`config.mk`:
```
export PLATFORM = sky130hd
export DESIGN_NAME = ilk_issue_interlock
export DESIGN_NICKNAME = d
export VERILOG_FILES = /design/src/rtl/ilk_pkg.sv /design/src/rtl/ilk_stage_pipe.sv /design/src/rtl/ilk_div_track.sv /design/src/rtl/ilk_wb_resv.sv /design/src/rtl/ilk_issue_interlock.sv
export SDC_FILE = /design/constraint.sdc
export NUM_CORES = 1
export LEC_CHECK = 0
export BUFFER_PORTS_ARGS = -buffer_cell sky130_fd_sc_hd__buf_2
export CORE_AREA = 2 2 110 112
export DETAILED_ROUTE_END_ITERATION = 12
export DIE_AREA = 0 0 112 114
export PLACE_DENSITY = 0.67
export SLEW_MARGIN = 20
export SYNTH_ARGS = -nofsm -noshare
export SYNTH_HDL_FRONTEND = slang
export SYNTH_SLANG_ARGS = --single-unit
```
`constraint.sdc`:
```
create_clock -name clk -period 2.8 [get_ports clk]
set_input_delay 0 -clock clk [delete_from_list [all_inputs] [get_ports clk]]
set_output_delay 0 -clock clk [all_outputs]
set_load 0.05 [all_outputs]
```
`src/rtl/ilk_pkg.sv`:
```
// Shared types and constants for the issue interlock.
// Assumes a 32-entry register file indexed by 5 bits.
package ilk_pkg;

    localparam int REG_W = 5;

    // Unit class codes presented by decode; codes above CLS_DIV act as integer.
    typedef enum logic [2:0] {
        CLS_INT  = 3'd0,
        CLS_LOAD = 3'd1,
        CLS_FADD = 3'd2,
        CLS_MUL  = 3'd3,
        CLS_DIV  = 3'd4
    } unit_cls_e;

    // Bit positions of the stall cause vector.
    localparam int CAUSE_BUSY = 0;
    localparam int CAUSE_RAW  = 1;
    localparam int CAUSE_WAW  = 2;
    localparam int CAUSE_WBP  = 3;
    localparam int CAUSE_W    = 4;

    // One tracked execute-stage slot.
    typedef struct packed {
        logic             vld;
        logic             dst_en;
        logic [REG_W-1:0] dst;
    } trk_entry_t;

    function automatic int imax(input int a, input int b);
        return (a > b) ? a : b;
    endfunction

endpackage

```
`src/rtl/ilk_stage_pipe.sv`:
```
// Tracker for one pipelined functional unit.
// Holds a valid bit and destination for each of DEPTH stages; every stage
// advances each cycle (execute never back-pressures). Reports a RAW hit
// against the first RAW_STAGES stages (results not yet forwardable) and a
// WAW hit against every stage. Assumes push is low whenever issue stalls.
module ilk_stage_pipe
    import ilk_pkg::*;
#(
    parameter int DEPTH      = 4,
    parameter int RAW_STAGES = 3
) (
    input  logic             clk,
    input  logic             rst_n,
    input  logic             push,
    input  logic             push_dst_en,
    input  logic [REG_W-1:0] push_dst,
    input  logic [REG_W-1:0] q_src1,
    input  logic             q_src1_en,
    input  logic [REG_W-1:0] q_src2,
    input  logic             q_src2_en,
    input  logic [REG_W-1:0] q_dst,
    input  logic             q_dst_en,
    output logic             raw_hit,
    output logic             waw_hit
);

    trk_entry_t stg_q [DEPTH];

    for (genvar s = 0; s < DEPTH; s++) begin : g_stg
        if (s == 0) begin : g_head
            // Entry stage: takes the issuing instruction or a bubble.
            always_ff @(posedge clk) begin
                if (!rst_n) begin
                    stg_q[s] <= '0;
                end else begin
                    stg_q[s].vld    <= push;
                    stg_q[s].dst_en <= push & push_dst_en;
                    stg_q[s].dst    <= push_dst;
                end
            end
        end else begin : g_body
            // Later stages: plain shift from the stage before.
            always_ff @(posedge clk) begin
                if (!rst_n) begin
                    stg_q[s] <= '0;
                end else begin
                    stg_q[s] <= stg_q[s-1];
                end
            end
        end
    end

    // Compare the decode fields against every tracked destination.
    always_comb begin
        raw_hit = 1'b0;
        waw_hit = 1'b0;
        for (int i = 0; i < DEPTH; i++) begin
            if (stg_q[i].vld && stg_q[i].dst_en) begin
                if (q_dst_en && (stg_q[i].dst == q_dst)) begin
                    waw_hit = 1'b1;
                end
                if (i < RAW_STAGES) begin
                    if (q_src1_en && (stg_q[i].dst == q_src1)) raw_hit = 1'b1;
                    if (q_src2_en && (stg_q[i].dst == q_src2)) raw_hit = 1'b1;
                end
            end
        end
    end

endmodule

```
`src/rtl/ilk_div_track.sv`:
```
// Occupancy tracker for the unpipelined divider.
// A down-counter loaded with LAT on start keeps the unit busy until it
// reaches zero, giving an initiation interval of LAT+1. While busy, the
// held destination is pending for both RAW and WAW. Assumes start is
// only raised when busy is low.
module ilk_div_track
    import ilk_pkg::*;
#(
    parameter int LAT = 24
) (
    input  logic             clk,
    input  logic             rst_n,
    input  logic             start,
    input  logic             start_dst_en,
    input  logic [REG_W-1:0] start_dst,
    input  logic [REG_W-1:0] q_src1,
    input  logic             q_src1_en,
    input  logic [REG_W-1:0] q_src2,
    input  logic             q_src2_en,
    input  logic [REG_W-1:0] q_dst,
    input  logic             q_dst_en,
    output logic             busy,
    output logic             raw_hit,
    output logic             waw_hit
);

    localparam int CW = $clog2(LAT + 1);

    logic [CW-1:0]    cnt_q;
    logic             dst_en_q;
    logic [REG_W-1:0] dst_q;

    // Count down the remaining occupancy; reload on a new divide.
    always_ff @(posedge clk) begin
        if (!rst_n) begin
            cnt_q <= '0;
        end else if (start) begin
            cnt_q <= CW'(LAT);
        end else if (cnt_q != '0) begin
            cnt_q <= cnt_q - CW'(1);
        end
    end

    // Capture the destination of the divide in progress.
    always_ff @(posedge clk) begin
        if (!rst_n) begin
            dst_en_q <= 1'b0;
            dst_q    <= '0;
        end else if (start) begin
            dst_en_q <= start_dst_en;
            dst_q    <= start_dst;
        end
    end

    assign busy = (cnt_q != '0);

    // Pending-destination comparisons while the divider is occupied.
    always_comb begin
        raw_hit = busy && dst_en_q &&
                  ((q_src1_en && (q_src1 == dst_q)) || (q_src2_en && (q_src2 == dst_q)));
        waw_hit = busy && dst_en_q && q_dst_en && (q_dst == dst_q);
    end

    // a new divide never lands on an occupied divider.
    a_r3_no_restart: assert property (@(posedge clk) disable iff (!rst_n)
        start |-> !busy);

    // occupancy drains by exactly one per cycle.
    a_r3_count_down: assert property (@(posedge clk) disable iff (!rst_n)
        busy |=> (cnt_q == $past(cnt_q) - CW'(1)));

endmodule

```
`src/rtl/ilk_wb_resv.sv`:
```
// Booking vector for the single register-file write port.
// Bit j means a write-back happens j cycles from now; the vector shifts
// down by one each cycle. A claim books offset claim_ofs. Assumes the
// caller only claims a free offset between 1 and SLOTS.
module ilk_wb_resv #(
    parameter int SLOTS = 26,
    localparam int OW   = $clog2(SLOTS + 1)
) (
    input  logic          clk,
    input  logic          rst_n,
    input  logic          claim,
    input  logic [OW-1:0] claim_ofs,
    output logic          taken,
    output logic          wb_now
);

    localparam int RW = SLOTS + 1;

    logic [RW-1:0] resv_q;
    logic [RW-1:0] resv_d;
    logic [RW-1:0] claim_vec;

    // One-hot of the slot one position below the claimed offset (post-shift).
    assign claim_vec = claim ? (RW'(1) << (claim_ofs - OW'(1))) : '0;
    assign resv_d    = {1'b0, resv_q[RW-1:1]} | claim_vec;

    // Advance the booking vector by one cycle.
    always_ff @(posedge clk) begin
        if (!rst_n) begin
            resv_q <= '0;
        end else begin
            resv_q <= resv_d;
        end
    end

    assign taken  = resv_q[claim_ofs];
    assign wb_now = resv_q[0];

    // a claimed write-back cycle is never booked twice.
    a_r6_no_double_book: assert property (@(posedge clk) disable iff (!rst_n)
        claim |-> !resv_q[claim_ofs]);

endmodule

```
`src/rtl/ilk_issue_interlock.sv`:
```
// Issue interlock for an in-order pipeline with multi-latency execute units.
// Combines per-unit stage trackers, the divider occupancy tracker and the
// write-port booking vector into issue/stall decisions for the decode
// instruction. Assumes operands are read in decode (no WAR check) and that
// the divider latency is the largest latency.
module ilk_issue_interlock
    import ilk_pkg::*;
#(
    parameter int LAT_INT  = 0,
    parameter int LAT_LOAD = 1,
    parameter int LAT_FADD = 3,
    parameter int LAT_MUL  = 6,
    parameter int LAT_DIV  = 24
) (
    input  logic               clk,
    input  logic               rst_n,
    input  logic               dec_valid,
    input  logic [2:0]         dec_cls,
    input  logic [REG_W-1:0]   dec_dst,
    input  logic               dec_dst_en,
    input  logic [REG_W-1:0]   dec_src1,
    input  logic               dec_src1_en,
    input  logic [REG_W-1:0]   dec_src2,
    input  logic               dec_src2_en,
    output logic               issue,
    output logic               stall,
    output logic [CAUSE_W-1:0] stall_cause,
    output logic               wb_now
);

    localparam int NPIPE   = 4;
    localparam int LAT_MAX = imax(imax(imax(LAT_INT, LAT_LOAD), imax(LAT_FADD, LAT_MUL)), LAT_DIV);
    localparam int SLOTS   = LAT_MAX + 2;
    localparam int OW      = $clog2(SLOTS + 1);
    localparam int PIPE_LAT [NPIPE] = '{LAT_INT, LAT_LOAD, LAT_FADD, LAT_MUL};

    unit_cls_e         cls_n;
    logic [NPIPE-1:0]  raw_p;
    logic [NPIPE-1:0]  waw_p;
    logic              div_busy;
    logic              div_raw;
    logic              div_waw;
    logic              wb_taken;
    logic [OW-1:0]     wb_ofs;
    logic              h_busy;
    logic              h_raw;
    logic              h_waw;
    logic              h_wbp;
    logic              any_haz;

    // Fold reserved class codes onto the integer unit.
    assign cls_n = (dec_cls > 3'd4) ? CLS_INT : unit_cls_e'(dec_cls);

    // Write-back offset from issue for the decode class.
    always_comb begin
        unique case (cls_n)
            CLS_LOAD: wb_ofs = OW'(LAT_LOAD + 2);
            CLS_FADD: wb_ofs = OW'(LAT_FADD + 2);
            CLS_MUL:  wb_ofs = OW'(LAT_MUL + 2);
            CLS_DIV:  wb_ofs = OW'(LAT_DIV + 2);
            default:  wb_ofs = OW'(LAT_INT + 2);
        endcase
    end

    // One stage tracker per pipelined unit, depth = latency + 1.
    for (genvar g = 0; g < NPIPE; g++) begin : g_unit
        ilk_stage_pipe #(
            .DEPTH      (PIPE_LAT[g] + 1),
            .RAW_STAGES (PIPE_LAT[g])
        ) u_pipe (
            .clk         (clk),
            .rst_n       (rst_n),
            .push        (issue && (cls_n == unit_cls_e'(3'(g)))),
            .push_dst_en (dec_dst_en),
            .push_dst    (dec_dst),
            .q_src1      (dec_src1),
            .q_src1_en   (dec_src1_en),
            .q_src2      (dec_src2),
            .q_src2_en   (dec_src2_en),
            .q_dst       (dec_dst),
            .q_dst_en    (dec_dst_en),
            .raw_hit     (raw_p[g]),
            .waw_hit     (waw_p[g])
        );
    end

    ilk_div_track #(
        .LAT (LAT_DIV)
    ) u_div (
        .clk          (clk),
        .rst_n        (rst_n),
        .start        (issue && (cls_n == CLS_DIV)),
        .start_dst_en (dec_dst_en),
        .start_dst    (dec_dst),
        .q_src1       (dec_src1),
        .q_src1_en    (dec_src1_en),
        .q_src2       (dec_src2),
        .q_src2_en    (dec_src2_en),
        .q_dst        (dec_dst),
        .q_dst_en     (dec_dst_en),
        .busy         (div_busy),
        .raw_hit      (div_raw),
        .waw_hit      (div_waw)
    );

    ilk_wb_resv #(
        .SLOTS (SLOTS)
    ) u_wb (
        .clk       (clk),
        .rst_n     (rst_n),
        .claim     (issue && dec_dst_en),
        .claim_ofs (wb_ofs),
        .taken     (wb_taken),
        .wb_now    (wb_now)
    );

    // Gather hazards and form the decode decision.
    always_comb begin
        h_busy  = div_busy && (cls_n == CLS_DIV);
        h_raw   = (|raw_p) || div_raw;
        h_waw   = (|waw_p) || div_waw;
        h_wbp   = dec_dst_en && wb_taken;
        any_haz = h_busy || h_raw || h_waw || h_wbp;
        issue   = dec_valid && !any_haz;
        stall   = dec_valid && any_haz;
        stall_cause = dec_valid ? {h_wbp, h_waw, h_raw, h_busy} : '0;
    end

    // an accepted divide leaves the divider occupied next cycle.
    a_r3_div_occupied: assert property (@(posedge clk) disable iff (!rst_n)
        (issue && (cls_n == CLS_DIV)) |=> div_busy);

    // a write-back booked at the integer offset shows up on the port.
    a_r6_int_wb_seen: assert property (@(posedge clk) disable iff (!rst_n)
        (issue && dec_dst_en && (cls_n == CLS_INT) && (LAT_INT == 0)) |=> ##1 wb_now);

endmodule

```
==> flow_summary_export.csv <==
group,metric,value,unit
critical_path,regToRegSetupSlack,440,ps
global_route,gr-usage-met2,26.10,%
route,routed_wl,9860,um
logic_synthesis,synth_top_flop_cell,"dfxtp_1",
power_and_ir_drop,p_total,0.003142,W
logic_synthesis,yosysTopAreaCellShare,44.70,%
logic_synthesis,ys_ff_latch,101,
logic_synthesis,synth_cells,464,
timing,setup_viol,0,
route,ant_nets,0,
timing,hold_viol,0,
cells_and_area,layout-drive-gt1-share,10.74,%
die,dieArea,0.01277,mm2
min_path,worstHoldEndpoint,"g_unit[3].u_pipe.stg_q[0][6]",
cells_and_area,postLayoutCoreUtil,42.84,%
critical_path,critPathKind,"flop to output port",
route,drc_errors,0,
placement,port_buffers,30,
logic_synthesis,synth_most_common_cell,"dfxtp_1",
critical_path,crit_start,"u_div.cnt_q[0]",
clocking,insertion_delay,350,ps
timing,fin_skew,10.52,ps
logic_synthesis,synth_nets,489,
route,wire_per_inst,15.63,um
placement,place_hpwl,7040,um
cells_and_area,antenna_cells,0,
clocking,clk_transition_reported_paths,80,ps
min_path,hold_class,"input pin to flop",
logic_synthesis,synth-warning-count,0,
clocking,cts_tree,"done",
logic_synthesis,yosys-top-cells-count,"dfxtp_1, and2_1, xor2_1",
global_route,use_met3,4.835,%
logic_synthesis,synth.yosys.seq_area_share,44.70,%
critical_path,crit_arrival,2600,ps
placement,place_congestion,0.8970,
min_path,hp-start,"dec_cls[1]",
timing,worstMarginPinSlew,703.6,ps
min_path,min_path_cells,3,
timing,rsz0062_at_grt,"no",
critical_path,path_max_fanout,13,
clocking,root_buffer,"clkbuf_16",
cells_and_area,finalNetCount,504,
run,drv_cap,0,
cells_and_area,areaGrowthSynthToFinish,10.93,%
logic_synthesis,ys_types,44,
die,die_w,112,um
clocking,htree_levels,3,
power_and_ir_drop,vdd_drop_max,0.4957,mV
critical_path,startpoint_type,"flop",
critical_path,cp.required,2800,ps
global_route,busiest_layer,"met2",
cells_and_area,final_cell_area,0.005017,mm2
logic_synthesis,yosys.area.top_type,"dfxtp_1",
global_route,antenna_found_initial,0,
timing,final-max-slew-violation-count,0,
logic_synthesis,synth-edff-count,0,
route,drtPass1Iterations,5,
global_route,grtUsageMet1,20.45,%
clocking,cts_buffers,9,
global_route,grt_pass1_vias,3138,
timing,slew_headroom,52.60,%
cells_and_area,instances_no_fill,631,
route,drtIter0Drc,194,
timing,fin_tns_setup,0,ps
global_route,grt_max_degree,65,
clocking,clock-sinks,101,
logic_synthesis,ys_top_cells_by_area,"dfxtp_1, xor2_1, and2_1",
die,io_pins,31,
route,route.vias.total,3160,
global_route,global_route.usage.total,16.02,%
die,fp.dieH,114,um
global_route,globalRouteOverflowTotal,0,
power_and_ir_drop,p_leak,2.127,nW
die,num_rows,40,
clocking,clockBufferDepth,2,
timing,max_freq,385.2,MHz
critical_path,r2r-start,"u_div.cnt_q[0]",
global_route,grt_first_pass_wirelength,16100,um
placement,dp.cells,614,
timing,min_period_over_period,92.73,%
placement,post_dp_cell_area,0.004707,mm2
die,core_region_area,0.01171,mm2
critical_path,r2r_end,"u_wb.resv_q[1]",
logic_synthesis,synth_area,0.004523,mm2
timing,layout_min_cycle_time,2596,ps
logic_synthesis,synthArstFlopShare,0,%
power_and_ir_drop,power.density,626.2,mW/mm2
logic_synthesis,synth_area_per_cell,9.748,um2
critical_path,reg2regPathDepth,8,
route,vias_per_cell,5.008,
critical_path,cp-end-kind,"output port",
outcome,status,"complete, no violations",
die,initial_core_util,38.62,%
cells by family after synthesis:
logic type | synth area share, %
xor gates and xnor gates | 22.07
and+or+nand+nor | 22.79
buffers and inverters | 4.564
DFF | 44.70
AOI/OAI and AO/OA | 3.956
adders and majority gates | 0.2766
other | 0.08291
muxes | 1.549
routing by layer:
layer	vias up	wire, um	part of all wire, %
met5	-	0	0
met4	0	71	0.72
met3	11	657	6.7
met2	100	4873	49
met1	1494	4258	43
li1	1555	-	-
cell type report:
cell class                 count  area (um2)
fill                        1147        6694
multi-input combinational    323        2303
sequential                   101        2022
clock buffer                   9       225.2
tap                          147       183.9
timing repair buffer          33       175.2
clock inverter                 7       66.31
inverter                      11       41.29
power breakdown:
part	internal (W)	switching, W
registers	0.00148	0.0000392
clock network	0.000627	0.000596
logic	0.000160	0.000239
total	0.00227	0.000874
worst max-delay path, stage by stage (launching register included):
cell      delay, ps
dfxtp_1         320
inv_1            90
ha_1            210
nand3b_1        210
nand2_1         180
nor4_1          100
o41ai_4         490
nand4_4         280
inv_1           110
buf_2           260
registers in the layout (all words and copies together) (netlist names):
register / cells
g_unit.u_pipe.stg_q: 63
u_div.dst_en_q: 1
u_wb.resv_q: 27
u_div.cnt_q: 5
u_div.dst_q: 5
timing repair:
item                                    CTS  global route
hold buffers                              1             0
setup buffers                             0             0
resized for setup                         0             1
endpoints found under the setup margin    0             1
hold endpoints to repair                  1             0
placed cells by master (no fill, tap or decap), drive strengths merged, types with 7 or more instances in the layout:
cell type and count:
and2 76, nor4 20, nor2 9, nand3 7, inv 15, clkbuf 9, nor3 8, mux2i 7
nand4 18, buf 32, xor2 71, dfxtp 101, xnor2 43, nand2 29
worst max-delay path by stage:
stage                      to  cells after the start
6_report                issue                      9
5_1_grt                 issue                      9
4_1_cts                 issue                      9
3_5_place_dp   u_wb.resv_q[2]                      8
3_3_place_gp   u_div.cnt_q[2]                      9
2_1_floorplan           stall                      7
stage by stage:
step / hold WS [ps] / setup WS (ps)
CTS: 4.456 / 121.3
finish: 14.29 / 203.7
global route: 35.98 / 1.785
detailed placement: 315.0 / 422.5
global placement: 305.3 / 638.7
floorplan: 194.0 / 535.1
Note: power is estimated with default switching activity, not from simulation.
